## src/rtl/step_seq_pkg.sv

```systemverilog
package step_seq_pkg;

  // Level of the derived clock at a given tick index.
  function automatic logic clock_level(input int unsigned idx,
                                       input int unsigned hi_first,
                                       input int unsigned hi_last);
    return (idx >= hi_first) && (idx <= hi_last);
  endfunction

  // Tick index following idx in a period of len ticks.
  function automatic int unsigned next_tick(input int unsigned idx,
                                            input int unsigned len);
    return (idx == len - 1) ? 0 : idx + 1;
  endfunction

  // Ring position feeding position pos when the ring moves forward.
  function automatic int unsigned ring_source(input int unsigned pos,
                                              input int unsigned len);
    return (pos == 0) ? len - 1 : pos - 1;
  endfunction

  // Phase group of a step position: 0 fetch, 1 execute, 2 retire.
  function automatic int unsigned phase_of(input int unsigned pos,
                                           input int unsigned n_fetch,
                                           input int unsigned n_exec);
    if (pos < n_fetch) return 0;
    if (pos < n_fetch + n_exec) return 1;
    return 2;
  endfunction

endpackage

```

## src/rtl/tick_phase_gen.sv

```systemverilog
module tick_phase_gen
  import step_seq_pkg::*;
#(
  parameter int unsigned TICKS_PER_PERIOD = 4,
  parameter int unsigned HIGH_FIRST       = 1,
  parameter int unsigned HIGH_LAST        = 2,
  parameter int unsigned STROBE_TICK      = 2,
  localparam int unsigned CNT_W = (TICKS_PER_PERIOD > 1) ? $clog2(TICKS_PER_PERIOD) : 1
) (
  input  logic clk_i,
  input  logic rst_i,
  output logic cpu_clk_o,
  output logic strobe_o,
  output logic period_end_o
);

  logic [CNT_W-1:0] tick_q;
  logic [CNT_W-1:0] tick_d;

  always_comb begin
    tick_d = CNT_W'(next_tick(int'(tick_q), TICKS_PER_PERIOD));
  end

  always_ff @(posedge clk_i) begin
    if (rst_i) tick_q <= '0;
    else       tick_q <= tick_d;
  end

  always_comb begin
    cpu_clk_o    = clock_level(int'(tick_q), HIGH_FIRST, HIGH_LAST);
    strobe_o     = (int'(tick_q) == STROBE_TICK);
    period_end_o = (int'(tick_q) == TICKS_PER_PERIOD - 1);
  end

  AST_STROBE_SINGLE: assert property (@(posedge clk_i) disable iff (rst_i)
    strobe_o |=> !strobe_o);
  AST_STROBE_IN_HIGH: assert property (@(posedge clk_i) disable iff (rst_i)
    strobe_o |-> cpu_clk_o);
  AST_CLK_FALL_AFTER_STROBE: assert property (@(posedge clk_i) disable iff (rst_i)
    $fell(cpu_clk_o) |-> $past(strobe_o));
  AST_PERIOD_END_LOW: assert property (@(posedge clk_i) disable iff (rst_i)
    period_end_o |-> !cpu_clk_o);

endmodule

```

## src/rtl/onehot_ring.sv

```systemverilog
module onehot_ring
  import step_seq_pkg::*;
#(
  parameter int unsigned NUM_STEPS = 7
) (
  input  logic                 clk_i,
  input  logic                 rst_i,
  input  logic                 advance_i,
  output logic [NUM_STEPS-1:0] ring_o,
  output logic                 lap_wrap_o
);

  logic [NUM_STEPS-1:0] ring_q;
  logic [NUM_STEPS-1:0] ring_d;

  for (genvar g = 0; g < NUM_STEPS; g++) begin : g_pos
    localparam int unsigned SRC = ring_source(g, NUM_STEPS);
    always_comb begin
      ring_d[g] = advance_i ? ring_q[SRC] : ring_q[g];
    end
  end

  always_ff @(posedge clk_i) begin
    if (rst_i) ring_q <= NUM_STEPS'(1);
    else       ring_q <= ring_d;
  end

  always_comb begin
    ring_o     = ring_q;
    lap_wrap_o = advance_i && ring_q[NUM_STEPS-1];
  end

  AST_RING_ONEHOT: assert property (@(posedge clk_i) disable iff (rst_i)
    $countones(ring_o) == 1);
  AST_RING_HOLD: assert property (@(posedge clk_i) disable iff (rst_i)
    !advance_i |=> $stable(ring_o));
  AST_RING_WRAP: assert property (@(posedge clk_i) disable iff (rst_i)
    lap_wrap_o |=> ring_o[0]);

endmodule

```

## src/rtl/phase_decode.sv

```systemverilog
module phase_decode
  import step_seq_pkg::*;
#(
  parameter int unsigned NUM_STEPS   = 7,
  parameter int unsigned FETCH_STEPS = 3,
  parameter int unsigned EXEC_STEPS  = 3
) (
  input  logic                 clk_i,
  input  logic                 rst_i,
  input  logic [NUM_STEPS-1:0] step_i,
  output logic                 fetch_o,
  output logic                 exec_o,
  output logic                 retire_o
);

  logic [NUM_STEPS-1:0] fetch_mask;
  logic [NUM_STEPS-1:0] exec_mask;
  logic [NUM_STEPS-1:0] retire_mask;

  for (genvar g = 0; g < NUM_STEPS; g++) begin : g_mask
    localparam int unsigned GRP = phase_of(g, FETCH_STEPS, EXEC_STEPS);
    assign fetch_mask[g]  = (GRP == 0);
    assign exec_mask[g]   = (GRP == 1);
    assign retire_mask[g] = (GRP == 2);
  end

  always_comb begin
    fetch_o  = |(step_i & fetch_mask);
    exec_o   = |(step_i & exec_mask);
    retire_o = |(step_i & retire_mask);
  end

  AST_PHASE_ONE: assert property (@(posedge clk_i) disable iff (rst_i)
    $countones({fetch_o, exec_o, retire_o}) == 1);
  AST_RETIRE_LAST: assert property (@(posedge clk_i) disable iff (rst_i)
    retire_o |-> step_i[NUM_STEPS-1]);

endmodule

```

## src/rtl/instr_step_seq.sv

```systemverilog
module instr_step_seq
  import step_seq_pkg::*;
#(
  parameter int unsigned TICKS_PER_PERIOD = 4,
  parameter int unsigned HIGH_FIRST       = 1,
  parameter int unsigned HIGH_LAST        = 2,
  parameter int unsigned STROBE_TICK      = 2,
  parameter int unsigned NUM_STEPS        = 7,
  parameter int unsigned FETCH_STEPS      = 3,
  parameter int unsigned EXEC_STEPS       = 3
) (
  input  logic                 clk_i,
  input  logic                 rst_i,
  output logic                 cpu_clk_o,
  output logic                 capture_o,
  output logic [NUM_STEPS-1:0] step_o,
  output logic                 fetch_o,
  output logic                 exec_o,
  output logic                 retire_o
);

  localparam logic [NUM_STEPS-1:0] FIRST_STEP = NUM_STEPS'(1);

  logic capture_w;
  logic period_end_w;
  logic lap_wrap_w;
  logic [NUM_STEPS-1:0] ring_w;

  tick_phase_gen #(
    .TICKS_PER_PERIOD(TICKS_PER_PERIOD),
    .HIGH_FIRST      (HIGH_FIRST),
    .HIGH_LAST       (HIGH_LAST),
    .STROBE_TICK     (STROBE_TICK)
  ) u_tick (
    .clk_i       (clk_i),
    .rst_i       (rst_i),
    .cpu_clk_o   (cpu_clk_o),
    .strobe_o    (capture_w),
    .period_end_o(period_end_w)
  );

  onehot_ring #(
    .NUM_STEPS(NUM_STEPS)
  ) u_ring (
    .clk_i     (clk_i),
    .rst_i     (rst_i),
    .advance_i (capture_w),
    .ring_o    (ring_w),
    .lap_wrap_o(lap_wrap_w)
  );

  phase_decode #(
    .NUM_STEPS  (NUM_STEPS),
    .FETCH_STEPS(FETCH_STEPS),
    .EXEC_STEPS (EXEC_STEPS)
  ) u_phase (
    .clk_i   (clk_i),
    .rst_i   (rst_i),
    .step_i  (ring_w),
    .fetch_o (fetch_o),
    .exec_o  (exec_o),
    .retire_o(retire_o)
  );

  assign capture_o = capture_w;
  assign step_o    = ring_w;

  AST_RESET_STATE: assert property (@(posedge clk_i)
    rst_i |=> (step_o == FIRST_STEP) && !cpu_clk_o && !capture_o);
  AST_STEP_MOVES_AFTER_CAPTURE: assert property (@(posedge clk_i) disable iff (rst_i)
    capture_o |=> (step_o != $past(step_o)));
  AST_NO_CAPTURE_AT_END: assert property (@(posedge clk_i) disable iff (rst_i)
    period_end_w |-> !capture_o);
  AST_WRAP_IN_RETIRE: assert property (@(posedge clk_i) disable iff (rst_i)
    lap_wrap_w |-> retire_o);

endmodule

```

## config.mk

```make
export PLATFORM = sky130hd
export DESIGN_NAME = instr_step_seq
export DESIGN_NICKNAME = d
export VERILOG_FILES = /design/src/rtl/step_seq_pkg.sv /design/src/rtl/tick_phase_gen.sv /design/src/rtl/onehot_ring.sv /design/src/rtl/phase_decode.sv /design/src/rtl/instr_step_seq.sv
export SDC_FILE = /design/constraint.sdc
export NUM_CORES = 1
export LEC_CHECK = 0
export BUFFER_PORTS_ARGS = -buffer_cell sky130_fd_sc_hd__buf_2
export CORE_AREA = 2 2 39 41
export DETAILED_ROUTE_END_ITERATION = 10
export DIE_AREA = 0 0 41 43
export PLACE_DENSITY_LB_ADDON = 0.15
export SETUP_SLACK_MARGIN = 0.4
export SLEW_MARGIN = 40
export SYNTH_ARGS = -nofsm -noshare
export SYNTH_HDL_FRONTEND = slang
export SYNTH_SLANG_ARGS = --single-unit
```

## constraint.sdc

```tcl
create_clock -name clk_i -period 2.3 [get_ports clk_i]
set_clock_uncertainty 0.05 [all_clocks]
set_input_delay 0.23 -clock clk_i [delete_from_list [all_inputs] [get_ports clk_i]]
set_output_delay 0.23 -clock clk_i [all_outputs]
set_load 0.02 [all_outputs]
```

==> results of run 1 <==
-- cell type report --
cell class	instances	area, um^2
well taps	16	20.0
fillers	149	937
inverters	2	7.51
multi-input cells	20	148
clock buffers	4	26.3
repair buffers	13	65.1
flip-flops and latches	9	180
-- registers in the layout, indices dropped and copies added (netlist names) --
| signal | count |
|---|---|
| u_tick.tick_q | 2 |
| u_ring.ring_o | 7 |
-- worst reg2reg max path, delay by kind of cell, from the launching register on --
| kind | cells | cell delay (ns) |
|---|---|---|
| buffers and inverters | 1 | 0.06 |
| AND/OR/NAND/NOR | 1 | 0.05 |
| multiplexers | 1 | 0.26 |
| flip-flops | 1 | 0.32 |
| adder cells (fa/ha/maj) | 1 | 0.42 |
-- stage by stage --
step                      total power, mW  area (um^2)  util [%]  worst slack (ns)
final                               0.352          447      32.3             0.720
after global routing                0.372          447      32.3             0.606
after CTS                           0.357          447      32.3             0.706
after detailed placement            0.242          420      30.4             0.983
after global placement              0.240          420      30.4              1.00
after floorplan                     0.228          359         -              1.07
-- layer usage --
layer	global-route usage [%]	routed length (um)	vias up
li1	-	-	140
met5	0	0	-
met1	10.0	302	116
met3	3.14	40	0
met4	6.00	0	0
met2	10.9	277	9
-- report_power, final --
part / internal (mW) / switching (mW) / total, mW / leakage, nW
combinational: 0.0265 / 0.0394 / 0.0659 / 0.131
sequential: 0.165 / 0.00677 / 0.172 / 0.0733
clock: 0.0664 / 0.0476 / 0.114 / 0.0150
-- logic make-up after synthesis --
| kind of cell | after synthesis |
|---|---|
| buffers and inverters | 5 |
| flip-flops | 9 |
| multiplexers | 6 |
| adder cells (fa/ha/maj) | 2 |
| AND/OR/NAND/NOR | 11 |
| AO/OA/AOI/OAI | 1 |
-- worst max-delay path by stage --
stage                           startpoint                to  depth (start not counted)
after detailed placement  u_tick.tick_q[0]         capture_o                          3
after CTS                 u_tick.tick_q[0]         capture_o                          3
after global placement    u_tick.tick_q[0]         capture_o                          3
after floorplan           u_tick.tick_q[0]  u_ring.ring_o[0]                          4
final                     u_tick.tick_q[0]         capture_o                          3
after global routing      u_tick.tick_q[0]         capture_o                          3
-- placed cells by master (no fill, tap or decap) --
cell,n
sky130_fd_sc_hd__buf_2,13
sky130_fd_sc_hd__ha_1,2
sky130_fd_sc_hd__nor2_1,6
sky130_fd_sc_hd__nor2b_2,1
sky130_fd_sc_hd__a211o_1,1
sky130_fd_sc_hd__clkbuf_4,3
sky130_fd_sc_hd__nor3_1,2
sky130_fd_sc_hd__mux2i_1,6
sky130_fd_sc_hd__inv_1,2
sky130_fd_sc_hd__dfxtp_1,9
sky130_fd_sc_hd__or3_1,2
sky130_fd_sc_hd__clkbuf_1,1
==> flow_metrics.py, run 1 <==
metrics = {
    "clocking": {
        "clock_tree.buffer_depth": 2,
        "hold_buffers": 0,
        "tritoncts_clock_tree": "built",
        "clkLatencyLatePin_ns": 0.25,
        "clock_sinks": 9,
        "post_cts_resized": 0,
        "number_of_buffers_added_by_the_clock_tree_synthesis_step": 3,
        "post-cts-setup-buffer-count": 0,
        "htree_num_levels": 1,
        "cts_root_buf": "sky130_fd_sc_hd__clkbuf_4",
        "clock_transition_at_the_registers_of_the_reported_paths_ns": 0.06,
    },
    "critical_path": {
        "cpLargestDelayFamily": "adder cells",
        "worst-setup-path-type": "register to primary output",
        "worst-path-max-fanout": 9,
        "crit_buf_inv": 2,
        "critPathArrivalTime_ns": 1.30,
        "reg2regPathDepth": 4,
        "max_stage_delay_ns": 0.42,
        "cp_data_required_time_ns": 2.02,
        "worst-r2r-setup-slack_ns": 1.03,
        "cp-start-kind": "register",
        "worstPathCellList": "inv_1 -> ha_1 -> buf_2",
        "end_kind": "primary output",
        "regToRegEndpoint": "u_ring.ring_o[3]",
        "crit_path_top_delay_cell": "sky130_fd_sc_hd__ha_1",
        "rr_startpoint": "u_tick.tick_q[0]",
    },
    "routing": {
        "drt-vias-per-instance": 4.14,
        "post_drt_wl_per_cell_um": 9.69,
        "vias": 265,
        "dr.first_iter.drc_count": 3,
        "final_antenna_net_count": 0,
        "dr.pass1.iters": 2,
        "route.detailed.drc": 0,
        "wirelength_um": 620,
    },
    "yosys": {
        "synth_top_family_by_area": "multiplexers",
        "synth.top_cells.by_count": "sky130_fd_sc_hd__dfxtp_1 (9), sky130_fd_sc_hd__mux2i_1 (6), sky130_fd_sc_hd__nor2_1 (6)",
        "postSynthCellCount": 34,
        "netlist-cell-type-count": 12,
        "yosys.area.top_type_share_pct": 50.2,
        "number_of_enable_flip_flop_cells_after_synthesis": 0,
        "syn_avg_cell_area_um2": 10.6,
        "synth-async-reset-ratio_pct": 0,
        "synth_flop_cell": "sky130_fd_sc_hd__dfxtp_1",
        "xor_and_xnor_area_share_after_synthesis_pct": 0,
        "synth_compound_gate_area_share_pct": 2.44,
        "synthDominantAreaCellType": "sky130_fd_sc_hd__dfxtp_1",
        "ys_warn_count": 0,
        "synth-seq-cells": 9,
        "synth_area_leaders": "sky130_fd_sc_hd__dfxtp_1 (50%), sky130_fd_sc_hd__mux2i_1 (17%), sky130_fd_sc_hd__ha_1 (7.0%), sky130_fd_sc_hd__nor2_1 (6.3%), sky130_fd_sc_hd__or3_1 (3.5%)",
        "syn-num-nets": 38,
        "share_of_synthesized_cell_area_in_full_adder_half_adder_and_majority_cells_pct": 6.97,
        "ys_seq_area_share_pct": 50.2,
        "synth.area.mux_share_pct": 16.7,
        "synth_simple_gate_area_share_pct": 15.0,
        "synth_area_um2": 359,
        "most_used_standard_cell_by_instance_count_after_synthesis": "sky130_fd_sc_hd__dfxtp_1",
    },
    "timing": {
        "timing_worst_slew_pin_value_ns": 0.448,
        "timing.final.crit_share_pct": 68.7,
        "hold-worst-slack_ns": 0.220,
        "timing.setup.tns_ns": 0,
        "max_slew_margin_pct": 70.1,
        "finalHoldViolations": 0,
        "slew_viol_final": 0,
        "period_minus_slack_ns": 1.58,
        "max_freq_ghz": 0.633,
        "setup_violations": 0,
        "grt_setup_unrepaired": "false",
    },
    "global_route": {
        "grt_pass1_vias": 224,
        "maximum_number_of_pins_on_one_net_before_global_route_repair": 10,
        "grt_usage_pct": 8.14,
        "grt_antenna_before_repair": 0,
        "grt_overflow_total": 0,
        "first_pass_grt_wire_length_um": 931,
    },
    "floorplan": {
        "initial_core_util_pct": 25.9,
        "die_width_um": 41,
        "dieArea_mm2": 0.00176,
        "die_height_um": 43,
        "placementRows": 14,
        "pin_count": 14,
        "placeableCoreArea_mm2": 0.00138,
    },
    "finish": {
        "drive_above_1_share_pct": 35.4,
        "area_growth_pct": 24.4,
        "layout.nets": 53,
        "n_antenna_cell": 0,
        "layout.cells.non_filler": 64,
    },
    "placement": {
        "numPortBuffers": 13,
        "gpl.final_weighted_congestion": 0.613,
        "place_inst": 60,
    },
    "job": {
        "max-cap-violations": 0,
    },
    "hold_path": {
        "whs_path_depth": 2,
        "worstHoldPathType": "primary input to register",
        "worst_hold_path_ep": "u_ring.ring_o[5]",
        "hold_path_startpoint": "rst_i",
    },
    "power_and_ir_drop": {
        "total_leakage_power_nw": 0.220,
        "power.density_mw_per_mm2": 788,
        "vdd_drop_max_mv": 0.344,
    },
    "outcome": {
        "run_status": "complete, no violations",
    },
}
Power figures use the tool's default switching activity.
==> inputs of run 2 (changes only) <==
==> constraint.sdc (replaced) <==
create_clock -name clk_i -period 1.3 [get_ports clk_i]
set_clock_uncertainty 0.05 [all_clocks]
set_input_delay 0.13 -clock clk_i [delete_from_list [all_inputs] [get_ports clk_i]]
set_output_delay 0.13 -clock clk_i [all_outputs]
set_load 0.02 [all_outputs]
==> run 2 against run 1 <==
Sequential power grew 77%. Sequential share of layout area fell by 11 points. First-iteration DRC count shrank 67%. Utilization grew 17 points. Register-to-register slack got worse by 0.83 ns.
==> flow_metrics.py, run 2 (synthesis gave the netlist of run 1 again) <==
metrics = {
    "clocking": {
        "cts_root_buf": "sky130_fd_sc_hd__clkbuf_4",
        "htree_num_levels": 1,
        "clock_transition_at_the_registers_of_the_reported_paths_ns": 0.06,
        "clock_sinks": 9,
        "clock_tree.buffer_depth": 2,
        "tritoncts_clock_tree": "built",
        "clkLatencyLatePin_ns": 0.25,
        "hold_buffers": 0,
        "number_of_buffers_added_by_the_clock_tree_synthesis_step": 3,
    },
    "routing": {
        "dr_wl_met3_um": 44,
        "vias": 324,
        "route.met2.wl_um": 483,
        "drt-vias-per-instance": 4.38,
        "dr.pass1.iters": 4,
        "dr.first_iter.drc_count": 1,
        "route.detailed.drc": 0,
        "wirelength_um": 850,
        "final_antenna_net_count": 0,
        "route.top_layer_used": "met3",
        "post_drt_wl_per_cell_um": 11.5,
        "route.layer.met1.wl_um": 322,
    },
    "timing": {
        "finalHoldViolations": 0,
        "max_slew_margin_pct": 89.3,
        "slew_viol_final": 0,
        "timing.setup.tns_ns": 0,
        "timing.final.ws_setup_ns": 0.0319,
        "timing_worst_slew_pin_value_ns": 0.156,
        "period_minus_slack_ns": 1.27,
        "setup_violations": 0,
        "grt_setup_unrepaired": "true",
        "timing.final.crit_share_pct": 97.5,
        "hold-worst-slack_ns": 0.123,
        "max_freq_ghz": 0.789,
    },
    "power_and_ir_drop": {
        "clock_power_share_pct": 28.2,
        "p_comb_share_pct": 30.3,
        "internal_power_mw": 0.537,
        "vdd_drop_max_mv": 0.762,
        "total_leakage_power_nw": 0.299,
        "power.density_mw_per_mm2": 1080,
        "netSwitchingPower_mw": 0.198,
        "power.sequential.fraction_pct": 41.5,
        "power.switching_fraction_pct": 27.0,
    },
    "global_route": {
        "grt_usage_pct": 11.4,
        "maximum_number_of_pins_on_one_net_before_global_route_repair": 10,
        "grt_antenna_before_repair": 0,
        "grt_pass1_vias": 305,
        "first_pass_grt_wire_length_um": 1350,
        "grt_overflow_total": 0,
    },
    "hold_path": {
        "hold_path_startpoint": "rst_i",
        "worstHoldPathType": "primary input to register",
    },
    "floorplan": {
        "placeableCoreArea_mm2": 0.00138,
        "die_height_um": 43,
        "placementRows": 14,
        "dieArea_mm2": 0.00176,
        "pin_count": 14,
        "die_width_um": 41,
        "initial_core_util_pct": 25.9,
    },
    "finish": {
        "area_growth_pct": 88.9,
        "mostFrequentLayoutCells": "sky130_fd_sc_hd__buf_6 (15), sky130_fd_sc_hd__nor2_1 (6), sky130_fd_sc_hd__buf_4 (6), sky130_fd_sc_hd__dfxtp_2 (6), sky130_fd_sc_hd__mux2i_1 (5)",
        "drive_above_1_share_pct": 75.9,
        "n_antenna_cell": 0,
        "layout.nets": 63,
        "max_reg_flops": 7,
        "mostFrequentLayoutCell": "sky130_fd_sc_hd__buf_6",
        "nFillCells": 131,
    },
    "critical_path": {
        "worst-path-max-fanout": 2,
        "worst-setup-path-type": "register to primary output",
        "setup.worst_path.start": "u_ring.ring_o[5]",
        "cp_data_required_time_ns": 1.12,
        "max_stage_delay_ns": 0.38,
        "rr_startpoint": "u_tick.tick_q[0]",
        "crit_path_top_delay_cell": "sky130_fd_sc_hd__or3_4",
        "worstPathCellList": "or3_4 -> buf_6",
        "critPathArrivalTime_ns": 1.09,
        "end_kind": "primary output",
        "cp-start-kind": "register",
    },
    "placement": {
        "dp_hpwl_um": 514,
        "numPortBuffers": 13,
        "gpl.final_weighted_congestion": 0.614,
        "preCtsSetupSlack_ns": 0.253,
    },
    "job": {
        "max-cap-violations": 0,
    },
    "outcome": {
        "run_status": "complete, no violations",
    },
}
run 2: cell types whose count changed in the layout (fill, tap and decap cells not counted), moves of 3 or more:
cell	change
sky130_fd_sc_hd__dfxtp_4	+3
sky130_fd_sc_hd__buf_4	+6
sky130_fd_sc_hd__dfxtp_1	-9
sky130_fd_sc_hd__dfxtp_2	+6
sky130_fd_sc_hd__buf_6	+15
sky130_fd_sc_hd__buf_2	-12
run 2: metrics by stage:
step / cell area (um^2) / utilization [%] / power, mW / instances
finish: 678 / 49.0 / 0.735 / 74
global route: 678 / 49.0 / 0.777 / 74
CTS: 631 / 45.6 / 0.724 / 72
detailed placement: 453 / 32.7 / 0.454 / 60
global placement: 453 / 32.7 / 0.445 / 60
floorplan: 392 / - / 0.424 / 34
run 2: power groups by stage:
stage          combinational [mW]  clock (mW)  sequential, mW
2_1_floorplan              0.0976           0           0.326
3_3_place_gp                0.130           0           0.316
3_5_place_dp                0.136           0           0.318
4_1_cts                     0.205       0.212           0.307
5_1_grt                     0.240       0.231           0.306
6_report                    0.223       0.208           0.305
run 2: worst paths after layout:
path / cells past startpoint / slack (ns) / to
max: 2 / 0.03 / exec_o
min: 2 / 0.12 / u_ring.ring_o[2]
max reg2reg: 5 / 0.20 / u_ring.ring_o[2]
min reg2reg: 2 / 0.46 / u_tick.tick_q[0]
run 2: final cells by class:
cell class / instances / area (um^2) / share of cell area (%)
inverter: 2 / 7.51 / 1.11
clock buffer: 4 / 26.3 / 3.87
timing repair buffer: 23 / 239 / 35.2
tap: 16 / 20.0 / 2.95
multi-input combinational: 20 / 186 / 27.5
sequential: 9 / 199 / 29.3
run 2: per-layer routing:
metal / global-route usage (%) / up-vias
met5: 0 / -
met3: 3.14 / 0
met4: 4.00 / 0
met1: 13.0 / 155
met2: 19.1 / 9
li1: - / 160
run 2: worst max-delay path, delay by kind of cell (launching register included):
family                 cells  cell delay, ns
DFF                        1            0.32
buffers and inverters      1            0.14
and+or+nand+nor            1            0.38
run 2: repair_timing:
item	CTS	global route
setup buffers	8	2
setup endpoints to repair	19	21
resized for setup	28	9
pin swaps	3	3
